<file path="src/rtl/tap_pkg.sv">
package tap_pkg;

   typedef enum logic [3:0] {
      S_RESET, S_IDLE,
      S_SEL_DR, S_CAP_DR, S_SH_DR, S_EX1_DR, S_PAUSE_DR, S_EX2_DR, S_UPD_DR,
      S_SEL_IR, S_CAP_IR, S_SH_IR, S_EX1_IR, S_PAUSE_IR, S_EX2_IR, S_UPD_IR
   } tap_state_e;

   typedef enum logic [2:0] {
      DR_BYP, DR_ID, DR_USER, DR_BOOT, DR_CHAIN
   } dr_sel_e;

   // opcode map (ten significant bits)
   localparam logic [9:0] OP_RECONF  = 10'h001;
   localparam logic [9:0] OP_SAMPLE  = 10'h005;
   localparam logic [9:0] OP_IDENT   = 10'h006;
   localparam logic [9:0] OP_USER    = 10'h007;
   localparam logic [9:0] OP_HOLD    = 10'h00A;
   localparam logic [9:0] OP_FLOAT   = 10'h00B;
   localparam logic [9:0] OP_IOCFG   = 10'h00D;
   localparam logic [9:0] OP_EXTEST  = 10'h00F;
   localparam logic [9:0] OP_EXTCLK  = 10'h1EE;
   localparam logic [9:0] OP_BOOTADR = 10'h270;
   localparam logic [9:0] OP_ENGAGE  = 10'h2B0;
   localparam logic [9:0] OP_DISENG  = 10'h2D0;
   localparam logic [9:0] OP_INTCLK  = 10'h2EE;
   localparam logic [9:0] OP_BYPASS  = 10'h3FF;

   function automatic tap_state_e tap_next(input tap_state_e s, input logic m);
      case (s)
         S_RESET:    return m ? S_RESET    : S_IDLE;
         S_IDLE:     return m ? S_SEL_DR   : S_IDLE;
         S_SEL_DR:   return m ? S_SEL_IR   : S_CAP_DR;
         S_CAP_DR:   return m ? S_EX1_DR   : S_SH_DR;
         S_SH_DR:    return m ? S_EX1_DR   : S_SH_DR;
         S_EX1_DR:   return m ? S_UPD_DR   : S_PAUSE_DR;
         S_PAUSE_DR: return m ? S_EX2_DR   : S_PAUSE_DR;
         S_EX2_DR:   return m ? S_UPD_DR   : S_SH_DR;
         S_UPD_DR:   return m ? S_SEL_DR   : S_IDLE;
         S_SEL_IR:   return m ? S_RESET    : S_CAP_IR;
         S_CAP_IR:   return m ? S_EX1_IR   : S_SH_IR;
         S_SH_IR:    return m ? S_EX1_IR   : S_SH_IR;
         S_EX1_IR:   return m ? S_UPD_IR   : S_PAUSE_IR;
         S_PAUSE_IR: return m ? S_EX2_IR   : S_PAUSE_IR;
         S_EX2_IR:   return m ? S_UPD_IR   : S_SH_IR;
         S_UPD_IR:   return m ? S_SEL_DR   : S_IDLE;
         default:    return S_RESET;
      endcase
   endfunction

endpackage

</file>
<file path="src/rtl/tap_fsm.sv">
module tap_fsm
   import tap_pkg::*;
(
   input  logic       tck,
   input  logic       rst_n,
   input  logic       tms,
   output tap_state_e state
);

   always_ff @(posedge tck or negedge rst_n) begin
      if (!rst_n) state <= S_RESET;
      else        state <= tap_next(state, tms);
   end

   // from Select-IR-Scan a high tms always lands in Test-Logic-Reset
   p_sel_ir_reset_r1: assert property (@(posedge tck) disable iff (!rst_n)
      (state == S_SEL_IR && tms) |=> (state == S_RESET));

endmodule

</file>
<file path="src/rtl/tap_ir.sv">
module tap_ir
   import tap_pkg::*;
#(
   parameter int IR_W = 10
)(
   input  logic            tck,
   input  logic            rst_n,
   input  logic            tdi,
   input  tap_state_e      state,
   output logic [IR_W-1:0] ir_q,
   output logic [IR_W-1:0] ir_sh
);

   localparam logic [IR_W-1:0] RST_OP  = IR_W'(OP_IDENT);
   localparam logic [IR_W-1:0] CAP_PAT = IR_W'(1);

   initial begin
      if (IR_W < 10) $error("tap_ir: IR_W must hold a ten-bit opcode");
   end

   always_ff @(posedge tck or negedge rst_n) begin
      if (!rst_n) begin
         ir_q  <= RST_OP;
         ir_sh <= CAP_PAT;
      end else begin
         case (state)
            S_RESET:  ir_q  <= RST_OP;
            S_CAP_IR: ir_sh <= CAP_PAT;
            S_SH_IR:  ir_sh <= {tdi, ir_sh[IR_W-1:1]};
            S_UPD_IR: ir_q  <= ir_sh;
            default:  ;
         endcase
      end
   end

   // leaving Test-Logic-Reset the identification opcode is current
   p_tlr_ident_r2: assert property (@(posedge tck) disable iff (!rst_n)
      (state == S_RESET) |=> (ir_q == RST_OP));

   // Capture-IR leaves the fixed pattern in the shift stage
   p_cap_pattern_r3: assert property (@(posedge tck) disable iff (!rst_n)
      (state == S_CAP_IR) |=> (ir_sh == CAP_PAT));

endmodule

</file>
<file path="src/rtl/tap_decode.sv">
module tap_decode
   import tap_pkg::*;
#(
   parameter int IR_W = 10
)(
   input  logic [IR_W-1:0] ir_q,
   input  logic            io_cfg_ok,
   output dr_sel_e         sel,
   output logic            hiz,
   output logic            hold,
   output logic            ext_mode,
   output logic            reconf,
   output logic            io_req
);

   always_comb begin
      sel      = DR_BYP;
      hiz      = 1'b0;
      hold     = 1'b0;
      ext_mode = 1'b0;
      reconf   = 1'b0;
      io_req   = 1'b0;
      case (ir_q)
         IR_W'(OP_IDENT):   sel = DR_ID;
         IR_W'(OP_USER):    sel = DR_USER;
         IR_W'(OP_BOOTADR): sel = DR_BOOT;
         IR_W'(OP_SAMPLE):  sel = DR_CHAIN;
         IR_W'(OP_EXTEST):  begin sel = DR_CHAIN; ext_mode = 1'b1; end
         IR_W'(OP_FLOAT):   hiz    = 1'b1;
         IR_W'(OP_HOLD):    hold   = 1'b1;
         IR_W'(OP_RECONF):  reconf = 1'b1;
         IR_W'(OP_IOCFG):   io_req = io_cfg_ok;
         default:           ;
      endcase
   end

endmodule

</file>
<file path="src/rtl/tap_dr.sv">
module tap_dr
   import tap_pkg::*;
#(
   parameter int              ID_W     = 32,
   parameter int              BOOT_W   = 22,
   parameter logic [ID_W-1:0] ID_VALUE = 32'h1A2B_3C4D
)(
   input  logic              tck,
   input  logic              rst_n,
   input  logic              tdi,
   input  tap_state_e        state,
   input  dr_sel_e           sel,
   input  logic [ID_W-1:0]   user_code,
   input  logic              chain_so,
   output logic              dr_so,
   output logic              chain_capture,
   output logic              chain_shift,
   output logic              chain_update,
   output logic [BOOT_W-1:0] boot_addr,
   output logic              boot_load
);

   initial begin
      if (ID_W < 2)         $error("tap_dr: ID_W too small");
      if (BOOT_W < 1)       $error("tap_dr: BOOT_W must be positive");
      if (ID_VALUE[0] != 1) $error("tap_dr: identification LSB must be 1");
   end

   logic              byp;
   logic [ID_W-1:0]   id_sh, user_sh;
   logic [BOOT_W-1:0] boot_sh;

   always_ff @(posedge tck or negedge rst_n) begin
      if (!rst_n) begin
         byp       <= 1'b0;
         id_sh     <= '0;
         user_sh   <= '0;
         boot_sh   <= '0;
         boot_addr <= '0;
         boot_load <= 1'b0;
      end else begin
         boot_load <= 1'b0;
         case (state)
            S_CAP_DR: begin
               case (sel)
                  DR_BYP:  byp     <= 1'b0;
                  DR_ID:   id_sh   <= ID_VALUE;
                  DR_USER: user_sh <= user_code;
                  DR_BOOT: boot_sh <= boot_addr;
                  default: ;
               endcase
            end
            S_SH_DR: begin
               case (sel)
                  DR_BYP:  byp     <= tdi;
                  DR_ID:   id_sh   <= {tdi, id_sh[ID_W-1:1]};
                  DR_USER: user_sh <= {tdi, user_sh[ID_W-1:1]};
                  DR_BOOT: boot_sh <= {tdi, boot_sh[BOOT_W-1:1]};
                  default: ;
               endcase
            end
            S_UPD_DR: begin
               if (sel == DR_BOOT) begin
                  boot_addr <= boot_sh;
                  boot_load <= 1'b1;
               end
            end
            default: ;
         endcase
      end
   end

   always_comb begin
      case (sel)
         DR_ID:    dr_so = id_sh[0];
         DR_USER:  dr_so = user_sh[0];
         DR_BOOT:  dr_so = boot_sh[0];
         DR_CHAIN: dr_so = chain_so;
         default:  dr_so = byp;
      endcase
   end

   assign chain_capture = (sel == DR_CHAIN) && (state == S_CAP_DR);
   assign chain_shift   = (sel == DR_CHAIN) && (state == S_SH_DR);
   assign chain_update  = (sel == DR_CHAIN) && (state == S_UPD_DR);

   // the load strobe only follows an Update-DR
   p_boot_load_r8: assert property (@(posedge tck) disable iff (!rst_n)
      boot_load |-> ($past(state) == S_UPD_DR));

   // boot address only moves together with its strobe
   p_boot_stable_r8: assert property (@(posedge tck) disable iff (!rst_n)
      !boot_load |-> $stable(boot_addr));

endmodule

</file>
<file path="src/rtl/jtag_tap_ext.sv">
module jtag_tap_ext
   import tap_pkg::*;
#(
   parameter int              IR_W     = 10,
   parameter int              ID_W     = 32,
   parameter int              BOOT_W   = 22,
   parameter logic [ID_W-1:0] ID_VALUE = 32'h1A2B_3C4D,
   parameter bit              USE_TRST = 1'b1
)(
   input  logic              tck,
   input  logic              trst_n,
   input  logic              tms,
   input  logic              tdi,
   output logic              tdo,
   output logic              tdo_oe,
   input  logic [ID_W-1:0]   user_code,
   input  logic              io_cfg_ok,
   input  logic              chain_so,
   output logic              chain_sel,
   output logic              chain_ext,
   output logic              chain_capture,
   output logic              chain_shift,
   output logic              chain_update,
   output logic              pins_hiz,
   output logic              pins_hold,
   output logic              reconfig_pulse,
   output logic              ext_clk_sel,
   output logic              cfg_disengage,
   output logic              io_reconfig_req,
   output logic [BOOT_W-1:0] boot_addr,
   output logic              boot_load
);

   logic rst_n;

   generate
      if (USE_TRST) begin : g_trst
         assign rst_n = trst_n;
      end else begin : g_no_trst
         assign rst_n = 1'b1;
      end
   endgenerate

   tap_state_e      state;
   dr_sel_e         sel;
   logic [IR_W-1:0] ir_q, ir_sh;
   logic            dr_so, reconf_op, was_idle;

   tap_fsm u_fsm (.tck, .rst_n, .tms, .state);

   tap_ir #(.IR_W(IR_W)) u_ir (.tck, .rst_n, .tdi, .state, .ir_q, .ir_sh);

   tap_decode #(.IR_W(IR_W)) u_dec (
      .ir_q, .io_cfg_ok, .sel, .hiz(pins_hiz), .hold(pins_hold),
      .ext_mode(chain_ext), .reconf(reconf_op), .io_req(io_reconfig_req));

   tap_dr #(.ID_W(ID_W), .BOOT_W(BOOT_W), .ID_VALUE(ID_VALUE)) u_dr (
      .tck, .rst_n, .tdi, .state, .sel, .user_code, .chain_so, .dr_so,
      .chain_capture, .chain_shift, .chain_update, .boot_addr, .boot_load);

   assign chain_sel = (sel == DR_CHAIN);

   // serial output retimed to the falling edge
   always_ff @(negedge tck or negedge rst_n) begin
      if (!rst_n) begin
         tdo    <= 1'b0;
         tdo_oe <= 1'b0;
      end else begin
         tdo    <= (state == S_SH_IR) ? ir_sh[0] : dr_so;
         tdo_oe <= (state == S_SH_IR) || (state == S_SH_DR);
      end
   end

   // sticky configuration flags and reconfiguration pulse
   always_ff @(posedge tck or negedge rst_n) begin
      if (!rst_n) begin
         ext_clk_sel    <= 1'b0;
         cfg_disengage  <= 1'b0;
         was_idle       <= 1'b0;
         reconfig_pulse <= 1'b0;
      end else begin
         was_idle       <= (state == S_IDLE);
         reconfig_pulse <= reconf_op && (state == S_IDLE) && !was_idle;
         if (state == S_UPD_IR) begin
            case (ir_sh)
               IR_W'(OP_EXTCLK): ext_clk_sel   <= 1'b1;
               IR_W'(OP_INTCLK): ext_clk_sel   <= 1'b0;
               IR_W'(OP_DISENG): cfg_disengage <= 1'b1;
               IR_W'(OP_ENGAGE): cfg_disengage <= 1'b0;
               default:          ;
            endcase
         end
      end
   end

   // the reconfiguration request never lasts two cycles
   p_pulse_single_r9: assert property (@(posedge tck) disable iff (!rst_n)
      reconfig_pulse |=> !reconfig_pulse);

   // sticky flags hold outside Update-IR
   p_sticky_r10: assert property (@(posedge tck) disable iff (!rst_n)
      (state != S_UPD_IR) |=> ($stable(ext_clk_sel) && $stable(cfg_disengage)));

   // output enable only while a shift state is current
   p_oe_shift_r12: assert property (@(posedge tck) disable iff (!rst_n)
      tdo_oe |-> (state == S_SH_IR || state == S_SH_DR));

   // pin-control opcodes leave the bypass cell selected
   p_pinctl_bypass_r7: assert property (@(posedge tck) disable iff (!rst_n)
      (pins_hiz || pins_hold) |-> (sel == DR_BYP));

endmodule

</file>
<file path="config.mk">
export PLATFORM = sky130hd
export DESIGN_NAME = jtag_tap_ext
export DESIGN_NICKNAME = d
export VERILOG_FILES = /design/src/rtl/tap_pkg.sv /design/src/rtl/tap_fsm.sv /design/src/rtl/tap_ir.sv /design/src/rtl/tap_decode.sv /design/src/rtl/tap_dr.sv /design/src/rtl/jtag_tap_ext.sv
export SDC_FILE = /design/constraint.sdc
export NUM_CORES = 1
export LEC_CHECK = 0
export BUFFER_PORTS_ARGS = -buffer_cell sky130_fd_sc_hd__buf_2
export CAP_MARGIN = 20
export CORE_ASPECT_RATIO = 0.9
export CORE_MARGIN = 1.5
export CORE_UTILIZATION = 59
export DETAILED_ROUTE_END_ITERATION = 16
export PLACE_DENSITY = 0.8
export SLEW_MARGIN = 20
export SYNTH_ARGS = -nofsm -noshare
export SYNTH_HDL_FRONTEND = slang
export SYNTH_HIERARCHICAL = 1
export SYNTH_SLANG_ARGS = --single-unit
</file>
<file path="constraint.sdc">
create_clock -name tck -period 3.65 [get_ports tck]
set_clock_uncertainty 0.1 [all_clocks]
set_input_delay 0.1825 -clock tck [delete_from_list [all_inputs] [get_ports tck]]
set_output_delay 0.1825 -clock tck [all_outputs]
set_load 0.005 [all_outputs]
</file>
# Yosys cells after proc, flatten, opt, wreduce, memory -nomap -nowiden
# Cells that the tools add are included.
[totals]
output_inout_bits = 36
ff_bits = 140
input_bits = 38
wordCells = 119
[classes]
reduce_logical = 25
eq_ne = 40
muxes = 39
[op_table]
columns = ["cell", "count"]
rows = [
  ["two-way mux 32 bit", 4],
  ["case mux 32 bit (2 select lines)", 2],
  ["case mux 4 bit (12 select lines)", 1],
  ["two-way mux 22 bit", 2],
  ["case mux 22 bit (2 select lines)", 1],
  ["== test 10 bit (second input constant)", 4],
  ["== test 10 x 4 -> 1 bit (second input constant)", 4],
  ["case mux 10 bit (2 select lines)", 2],
  ["== test 4 bit (second input constant)", 8],
  ["== test 10 x 3 -> 1 bit (second input constant)", 3],
  ["== test 4 x 3 -> 1 bit (second input constant)", 4],
  ["two-way mux 4 bit", 4],
  ["two-way mux 1 bit", 13],
  ["case mux 3 bit (4 select lines)", 1],
  ["AND reduction 3 bit", 4],
  ["== test 10 x 1 -> 1 bit (second input constant)", 1],
  ["== test 10 x 9 -> 1 bit (second input constant)", 1],
  ["!= test 2 x 1 -> 1 bit (second input constant)", 5],
  ["nonzero test 2 bit", 5],
  ["== test 4 x 2 -> 1 bit (second input constant)", 2],
  ["== test 3 x 2 -> 1 bit (second input constant)", 2],
  ["two-way mux 2 bit", 3],
  ["two-way mux 3 bit", 2],
  ["!= test 2 bit (second input constant)", 3],
  ["13 further kinds", 23],
]

# Longest topological paths before layout
# Gate-level depths: netlist of the first run.
[logic_depth]
word_depth = 6
mapped_depth = 9
mapped_depth_nobuf = 7

# Modules after synthesis
# Netlist of the first run, hierarchy kept.
[modules_own_cells]
columns = ["mod", "area_per_inst_um2", "cells_each", "n_inst", "seq_area_each_um2"]
rows = [
  ["tap_dr", 4964.8, 325, 1, 2752.6],
  ["tap_ir", 898.4, 93, 1, 504.2],
  ["jtag_tap_ext", 345.3, 33, 1, 150.1],
  ["tap_fsm", 314.1, 37, 1, 100.1],
  ["tap_decode", 178.9, 27, 1, 0.0],
]

==> impl_metrics.csv, run 1 <==
group,metric,value,unit
route,via_per_inst,5.83,
finish,fin_nets,657,
critical_path,rr_endpoint,"tdo",
route,dr_total_vias,4569,
critical_path,crit_path_end_kind,"flop",
sta,tns,-0.393,ns
grt,gr-total-overflow,0,
finish,layout-drive-gt1-share,49.7,%
cts,tritoncts,"done",
cts,ctsHtreeMaxLevel,4,
grt,grt_max_degree,70,
synth,syn_inst,515,
grt,grt_use_met2,41.5,%
cts,clock_sinks,140,
finish,multiInputGateArea,3000,sq um
hold_path,hold_class,"primary input to flop",
synth,synth_warnings,6,
hold_path,hold_start,"user_code[22]",
grt,use_met1,32.9,%
floorplan,rows,36,
critical_path,r2r_start,"u_ir/ir_q[6]",
finish,seq_area,3510,sq um
floorplan,die_x,115,um
critical_path,cp_max_fo,4,
grt,grt_busiest_layer,"met2",
critical_path,critPathRequiredTime,1.97,ns
power_and_ir_drop,power.leakage,3.93,nW
grt,grt_pass1_vias,4774,
route,drt-initial-drc-count,273,
sta,setup_slack,-0.393,ns
route,firstDrtPassIters,4,
synth,synth_cell_types,68,
critical_path,cp_slowest_cell,"dfrtp_1",
grt,grt_pass1_wl,23800,um
synth,synth_flop_cell,"dfrtp_1",
sta,rsz0062_at_grt,"yes",
placed_design,gp_congestion,0.853,
grt,grt_usage,25.4,%
finish,final_cell_mix,"135 x dfrtp_1, 111 x mux2_2, 72 x buf_2, 38 x buf_4, 30 x nand2_1",
floorplan,dieArea,12000,sq um
route,drt-total-wl,14400,um
synth,ys_seq_area_share,52.3,%
status,violations,"setup timing",
finish,final_util,73.5,%
synth,synth-edff-count,0,
finish,instances_no_fill,784,
cts,clockBufferDepth,2,
placed_design,hpwl,8820,um
route,antenna_left,0,
cts,clockRootBuffer,"clkbuf_16",
finish,fillers,722,
power_and_ir_drop,peakVddDrop,0.471,mV
synth,syn-num-nets,553,
synth,synth-seq-cells,140,
sta,worstMarginPinSlew,0.858,ns
placed_design,place_inst,745,
synth,synth-async-reset-ratio,100,%
critical_path,rr_worst_depth,7,
hold_path,hold_path_depth,3,
grt,grt_use_met3,5.30,%
sta,slew_viol_final,0,
finish,final_common_cell,"dfrtp_1",
sta,hold_viol_final,0,
synth,avgSynthCellArea,13.0,sq um
sta,holdWs,0.0229,ns
power_and_ir_drop,power_density,782,nW/um^2
cts,clk_pin_slew,0.06,ns
critical_path,slowest_delay,0.41,ns
critical_path,critical_path_class,"flop to flop",
hold_path,hold_end,"u_dr/user_sh[22]",
route,drc,0,
grt,antenna_found_initial,0,
floorplan,die_h,104,um
run,cap_violations,0,
critical_path,arrival,2.36,ns
sta,relSlewSlack,42.8,%
critical_path,ff2ff_setup_slack,-0.39,ns
floorplan,core,10900,sq um
finish,n_antenna_cell,0,
critical_path,critical_path.startpoint_type,"flop",
finish,area_delta_synth_final,20.0,%
status,status,"complete, but fails checks",
sta,finalSetupViolCount,1,
floorplan,io_pins,74,
critical_path,worstPathCellList,"nor3_4, nand4_1, nor2_4, mux2_4, a21oi_2, o221ai_2, mux2_4",
cts,cts_buffers,17,
route,avgRoutedWirePerCell,18.3,um
critical_path,path_common_cell,"mux2_4",
synth,netlist_area,6700,sq um
floorplan,start_util,61.2,%
placed_design,port_buffers,73,
cts,clock_latency,0.42,ns
==> metal layers <==
metal | vias up | wire [um]
li1 | 2098 | -
met1 | 2335 | 6220
met2 | 113 | 7320
met3 | 23 | 573
met4 | 0 | 233
met5 | - | 0
==> cell type report <==
type / count / area share, %
Multi-Input combinational cell: 336 / 37.3
Tap cell: 152 / 2.37
Timing Repair Buffer: 115 / 8.79
Clock buffer: 19 / 5.38
Sequential cell: 140 / 43.6
Inverter: 9 / 0.420
Clock inverter: 13 / 2.09
==> worst max-delay path, delay by kind of cell, from the launching register on <==
family / cells / cell delay [ns]
AND/OR/NAND/NOR: 3 / 0.68
multiplexers: 2 / 0.59
flip-flops: 1 / 0.41
AO/OA/AOI/OAI: 2 / 0.26
==> synthesized netlist by cell type (2+ instances only) <==
library cell	instances	area share [%]
a21oi_1	7	0.52
a21oi_2	10	1.3
a22o_1	16	2.1
a22oi_1	2	0.22
a32o_1	2	0.30
and2_1	2	0.19
and2b_2	3	0.39
and3b_1	2	0.26
buf_12	2	0.60
buf_2	11	0.82
buf_4	7	0.78
buf_6	4	0.67
clkbuf_1	5	0.28
dfrtn_1	2	0.75
dfrtp_1	135	50
dfstp_2	3	1.2
inv_1	9	0.50
mux2_2	113	19
mux2_4	19	4.3
nand2_1	30	1.7
nand3_1	4	0.30
nand3b_1	4	0.45
nand4_1	3	0.28
nor2_1	21	1.2
nor2b_1	3	0.28
nor3_1	5	0.37
nor3b_1	4	0.45
nor4b_2	2	0.45
o21ai_0	19	1.4
o21ai_1	2	0.15
o221ai_1	2	0.26
o22a_1	15	2.0
o22ai_1	8	0.75
o311ai_1	2	0.26
o41ai_1	2	0.26
or2_2	2	0.19
or4_1	2	0.22
==> what timing repair did <==
item                                    CTS  global route
endpoints found under the setup margin    1             1
hold endpoints to repair                 26             0
pin swaps                                 3             3
buffers inserted                          3             1
hold buffers                              3             0
resized for setup                         5             4
==> state kept, by name, summed over array words and instances (netlist names) <==
name,count
u_dr/boot_addr,22
cfg_disengage,1
u_ir/ir_sh,10
tdo_oe,1
was_idle,1
u_fsm/state,4
u_dr/boot_load,1
u_ir/ir_q,10
u_dr/byp,1
tdo,1
ext_clk_sel,1
u_dr/id_sh,32
reconfig_pulse,1
u_dr/boot_sh,22
u_dr/user_sh,32
==> logic make-up (layout without fill, tap and decap cells) <==
logic type / Yosys count / after routing / synth area share (%)
compound gates: 94 / 94 / 10.4
xor+xnor: 1 / 1 / 0.131
buf+inv: 39 / 156 / 3.86
flops: 140 / 140 / 52.3
mux: 132 / 132 / 23.2
simple gates: 109 / 109 / 10.0
==> power breakdown <==
group	internal, W	total [W]	switching (W)
combinational	0.00118	0.00240	0.00122
clock	0.00108	0.00175	0.000667
sequential	0.00190	0.00214	0.000241
total	0.00416	0.00629	0.00213
==> stage by stage <==
step | cell area [sq um] | setup WS, ns | total power [W]
finish | 8040 | -0.393 | 0.00629
global route | 8040 | -0.496 | 0.00660
global placement | 7340 | -0.311 | 0.00421
CTS | 8020 | -0.339 | 0.00624
floorplan | 6730 | -0.327 | 0.00367
detailed placement | 7340 | -0.403 | 0.00435
==> worst max path at each step <==
stage / startpoint / to / slack (ns) / depth (start not counted)
6_report: u_ir/ir_q[6] / tdo / -0.39 / 7
4_1_cts: u_ir/ir_q[2] / tdo / -0.34 / 7
5_1_grt: u_ir/ir_q[6] / tdo / -0.50 / 9
3_5_place_dp: u_ir/ir_q[2] / tdo / -0.40 / 7
2_1_floorplan: u_ir/ir_q[2] / tdo / -0.33 / 8
3_3_place_gp: u_ir/ir_q[2] / tdo / -0.31 / 7
Power figures use the tool's default switching activity.
==> run 2, diff against run 1 <==
ABC_CLOCK_PERIOD_IN_PS = 3650   (was unset)
CORE_UTILIZATION = 55   (was 59)
PLACE_DENSITY = 0.76   (was 0.8)
==> impl_metrics.csv, run 2 (synthesized netlist as in run 1, its figures left out) <==
group,metric,value,unit
route,drt-total-wl,13500,um
run,cap_violations,0,
cts,clockRootBuffer,"clkbuf_16",
sta,relSlewSlack,49.5,%
cts,cts_buffers,17,
route,antenna_left,0,
power_and_ir_drop,seqPwrFrac,34.0,%
cts,clock_sinks,140,
status,violations,"setup timing",
critical_path,arrival,2.31,ns
power_and_ir_drop,p_sw,0.00210,W
grt,grt_pass1_wl,22500,um
cts,clockBufferDepth,2,
finish,layout-drive-gt1-share,49.9,%
finish,fin_nets,654,
floorplan,start_util,55.9,%
sta,rsz0062_at_grt,"yes",
route,via_per_inst,5.71,
power_and_ir_drop,power.leakage,3.93,nW
cts,clock_latency,0.42,ns
power_and_ir_drop,power_frac_comb,37.9,%
power_and_ir_drop,power_density,784,nW/um^2
route,drc,0,
floorplan,die_x,119,um
grt,grt_usage,22.5,%
critical_path,critical_path.startpoint_type,"flop",
cts,clk_pin_slew,0.06,ns
floorplan,core,12000,sq um
critical_path,cp_max_fo,5,
floorplan,die_h,108,um
power_and_ir_drop,p_clk_share,28.1,%
finish,final_common_cell,"dfrtp_1",
grt,gr-total-overflow,0,
route,avgRoutedWirePerCell,17.2,um
critical_path,critPathRequiredTime,1.97,ns
finish,area_delta_synth_final,20.4,%
power_and_ir_drop,peakVddDrop,0.447,mV
grt,grt_pass1_vias,4510,
sta,tns,-0.346,ns
finish,largestRegisters,"u_dr/id_sh: 32 flops, u_dr/user_sh: 32 flops",
placed_design,dp_slack,-0.427,ns
sta,hold_viol_final,0,
sta,setup_slack,-0.346,ns
sta,slew_viol_final,0,
floorplan,dieArea,12900,sq um
status,status,"complete, but fails checks",
placed_design,hpwl,8520,um
grt,antenna_found_initial,0,
route,dr_total_vias,4504,
route,drt-initial-drc-count,229,
grt,grt_max_degree,61,
placed_design,port_buffers,73,
floorplan,io_pins,74,
hold_path,hold_class,"primary input to flop",
sta,finalSetupViolCount,1,
power_and_ir_drop,power,0.00633,W
critical_path,crit_path_end_kind,"flop",
finish,n_antenna_cell,0,
sta,worstMarginPinSlew,0.757,ns
route,firstDrtPassIters,4,
cts,tritoncts,"done",
floorplan,rows,38,
placed_design,gp_congestion,0.844,
power_and_ir_drop,p_sw_share,33.3,%
cts,ctsHtreeMaxLevel,4,
sta,holdWs,0.0191,ns
critical_path,critical_path_class,"flop to flop",
power_and_ir_drop,p_int,0.00422,W
finish,final_cell_mix,"135 x dfrtp_1, 111 x mux2_2, 72 x buf_2, 35 x buf_4, 30 x nand2_1",
run 2: through the flow:
step / utilization (%) / cell area [sq um] / std cells
finish: 67.3 / 8070 / 789
global route: 67.3 / 8070 / 789
CTS: 67.1 / 8040 / 788
detailed placement: 61.3 / 7350 / 752
global placement: 61.3 / 7340 / 752
floorplan: - / 6730 / 515
run 2: power groups by stage:
stage / combinational (W) / sequential [W] / clock [W]
5_1_grt: 0.00261 / 0.00219 / 0.00188
2_1_floorplan: 0.00150 / 0.00217 / 0
4_1_cts: 0.00230 / 0.00215 / 0.00182
3_3_place_gp: 0.00209 / 0.00215 / 0
6_report: 0.00239 / 0.00215 / 0.00178
3_5_place_dp: 0.00221 / 0.00217 / 0
run 2: routing by layer:
layer	vias to the layer above	global-route usage, %	wire (um)
met5	-	0	0
met4	0	11.1	335
met3	25	5.24	542
met2	100	35.5	6620
met1	2266	29.3	6040
li1	2113	-	-
run 2: critical path: stages, from the launching register on:
cell and delay [ns]:
dfrtp_1 0.41, buf_4 0.15, and4b_1 0.22, nand3_2 0.13, o31ai_4 0.11, buf_4 0.15, and3b_1 0.20, a21oi_4 0.13
o221ai_2 0.11, mux2_4 0.28
run 2: final cells by class:
type	count	area, sq um
Fill cell	872	3910
Clock buffer	23	488
Tap cell	160	200
Clock inverter	9	136
Inverter	9	33.8
Timing Repair Buffer	112	684
Sequential cell	140	3510
Multi-Input combinational cell	336	3020
run 2: final timing paths:
| check | startpoint | to | slack (ns) | cells after the start |
|---|---|---|---|---|
| max | u_ir/ir_q[5] | tdo | -0.35 | 9 |
| min | user_code[1] | u_dr/user_sh[1] | 0.02 | 3 |
| max reg2reg | u_ir/ir_q[5] | tdo | -0.35 | 9 |
| min reg2reg | u_dr/id_sh[11] | u_dr/id_sh[11] | 0.40 | 1 |
| max in group asynchronous | trst_n | tdo_oe | 1.28 | 2 |
| min in group asynchronous | trst_n | u_dr/boot_sh[1] | 0.13 | 2 |
run 2: repair_timing:
action | 4_1_cts | 5_1_grt
resized for setup | 8 | 3
pin swaps | 4 | 3
setup endpoints to repair | 1 | 1
setup buffers | 1 | 1
endpoints found under the hold margin | 37 | 0
hold buffers | 3 | 0
==> run 3, diff against run 2 <==
CORE_UTILIZATION = 28   (was 55)
PLACE_DENSITY = unset   (was 0.76)
==> impl_metrics.csv, run 3 (synthesized netlist as in run 1, its figures left out) <==
group,metric,value,unit
status,status,"complete, but fails checks",
status,violations,"setup timing",
grt,grt_pass1_wl,22700,um
critical_path,path_buf_inv,0,
critical_path,critPathRequiredTime,1.96,ns
critical_path,slowest_delay,0.53,ns
finish,fillers,2313,
cts,clockBufferDepth,2,
sta,rsz0062_at_grt,"yes",
power_and_ir_drop,p_sw_share,33.5,%
critical_path,cp_max_fo,2,
grt,grt_usage,11.5,%
grt,antenna_found_initial,0,
route,antenna_left,0,
cts,cts_buffers,17,
route,drt-initial-drc-count,174,
cts,tritoncts,"done",
route,via_per_inst,4.76,
sta,worstMarginPinSlew,0.826,ns
cts,clock_sinks,140,
critical_path,critical_path_class,"flop to flop",
critical_path,cp_slowest_cell,"dfstp_2",
placed_design,gp_congestion,0.771,
floorplan,rows,53,
grt,grt_max_degree,66,
run,cap_violations,0,
placed_design,dp_slack,-0.290,ns
power_and_ir_drop,p_int,0.00412,W
finish,n_antenna_cell,0,
hold_path,hold_class,"primary input to flop",
placed_design,hpwl,8910,um
sta,setup_slack,-0.265,ns
floorplan,die_x,166,um
placed_design,place_inst,896,
route,drt-total-wl,13800,um
sta,tns,-0.265,ns
finish,final_common_cell,"dfrtp_1",
grt,gr-total-overflow,0,
finish,fin_nets,658,
sta,relSlewSlack,44.9,%
critical_path,crit_path_end_kind,"flop",
critical_path,critical-path-top-delay-family,"multiplexers",
sta,slew_viol_final,0,
power_and_ir_drop,p_sw,0.00207,W
floorplan,die_h,150,um
critical_path,path_common_cell,"mux2_4",
power_and_ir_drop,power.leakage,3.94,nW
floorplan,start_util,28.6,%
finish,final_cell_mix,"135 x dfrtp_1, 111 x mux2_2, 72 x buf_2, 39 x buf_4, 29 x nand2_1",
route,drc,0,
grt,grt_pass1_vias,4395,
cts,ctsHtreeMaxLevel,4,
power_and_ir_drop,seqPwrFrac,34.5,%
finish,area_delta_synth_final,22.2,%
route,avgRoutedWirePerCell,14.8,um
placed_design,port_buffers,73,
power_and_ir_drop,p_clk_share,27.7,%
critical_path,critical_path.startpoint_type,"flop",
floorplan,dieArea,24900,sq um
cts,clockRootBuffer,"clkbuf_16",
sta,hold_viol_final,0,
power_and_ir_drop,peakVddDrop,0.296,mV
cts,clk_pin_slew,0.06,ns
sta,finalSetupViolCount,1,
power_and_ir_drop,power_frac_comb,37.8,%
route,firstDrtPassIters,4,
floorplan,core,23400,sq um
power_and_ir_drop,power_density,756,nW/um^2
critical_path,arrival,2.23,ns
floorplan,io_pins,74,
cts,clock_latency,0.42,ns
critical_path,worstPathCellList,"nor2b_4, nand4_1, nor2_2, mux2_4, a21oi_2, o221ai_2, mux2_4",
route,dr_total_vias,4446,
finish,largestRegisters,"u_dr/id_sh: 32 flops, u_dr/user_sh: 32 flops",
finish,instances_no_fill,934,
finish,layout-drive-gt1-share,49.7,%
critical_path,ff2ff_setup_slack,-0.26,ns
[run 3: cell types whose count changed in the layout (fill, tap and decap cells not counted), sizes merged]
cell,previous run,this run
dlygate4sd3,3,2
clkinvlp,2,1
dlymetal6s2s,0,1
clkbuf,23,20
buf,109,113
bufinv,3,2
inv,9,13
[run 3: stage by stage]
stage	instance area, sq um	total power, W	util [%]	hold slack [ns]
2_1_floorplan	6730	0.00367	-	-0.213
3_3_place_gp	7520	0.00432	32.1	-0.00829
3_5_place_dp	7520	0.00436	32.1	-0.00716
4_1_cts	8150	0.00620	34.8	0.000310
5_1_grt	8190	0.00660	35.0	0.0220
6_report	8190	0.00619	35.0	0.0251
[run 3: power by group through the flow]
stage,combinational (W),clock [W],sequential [W]
CTS,0.00229,0.00178,0.00213
finish,0.00234,0.00172,0.00213
global route,0.00258,0.00184,0.00218
floorplan,0.00150,0,0.00217
global placement,0.00216,0,0.00216
detailed placement,0.00221,0,0.00215
[run 3: path summary, 6_finish.rpt]
check / from / end / cells after the start
min in group asynchronous: trst_n / u_ir/ir_q[6] / 2
hold / removal: user_code[28] / u_dr/user_sh[28] / 3
hold reg to reg: u_dr/id_sh[3] / u_dr/id_sh[3] / 1
max in group asynchronous: trst_n / tdo_oe / 2
setup reg to reg: u_ir/ir_q[2] / tdo / 7
setup / recovery: u_ir/ir_q[2] / tdo / 7
[run 3: cell type report]
type | count | area (sq um) | share of cell area [%]
Inverter | 9 | 33.8 | 0.412
Sequential cell | 140 | 3510 | 42.8
Multi-Input combinational cell | 336 | 2980 | 36.4
Clock buffer | 20 | 447 | 5.45
Timing Repair Buffer | 116 | 708 | 8.65
Tap cell | 302 | 378 | 4.61
Clock inverter | 11 | 136 | 1.66
[run 3: worst min-delay path, cell delays in order]
cell	delay, ns
buf_2	0.07
mux2_2	0.12
mux2_2	0.13
[run 3: layer usage]
layer	track usage, %	vias up	share of wire, %
li1	-	2119	-
met1	15.9	2245	49
met2	17.9	72	47
met3	2.88	10	3.3
met4	3.11	0	0.74
met5	0	-	0
[run 3: repair_timing]
action                     in CTS  in global routing
setup endpoints to repair       1                  1
setup buffers                   1                  4
hold endpoints to repair       30                  0
hold buffers                    2                  0
gates resized for setup         5                  2
pin swaps                       2                  5
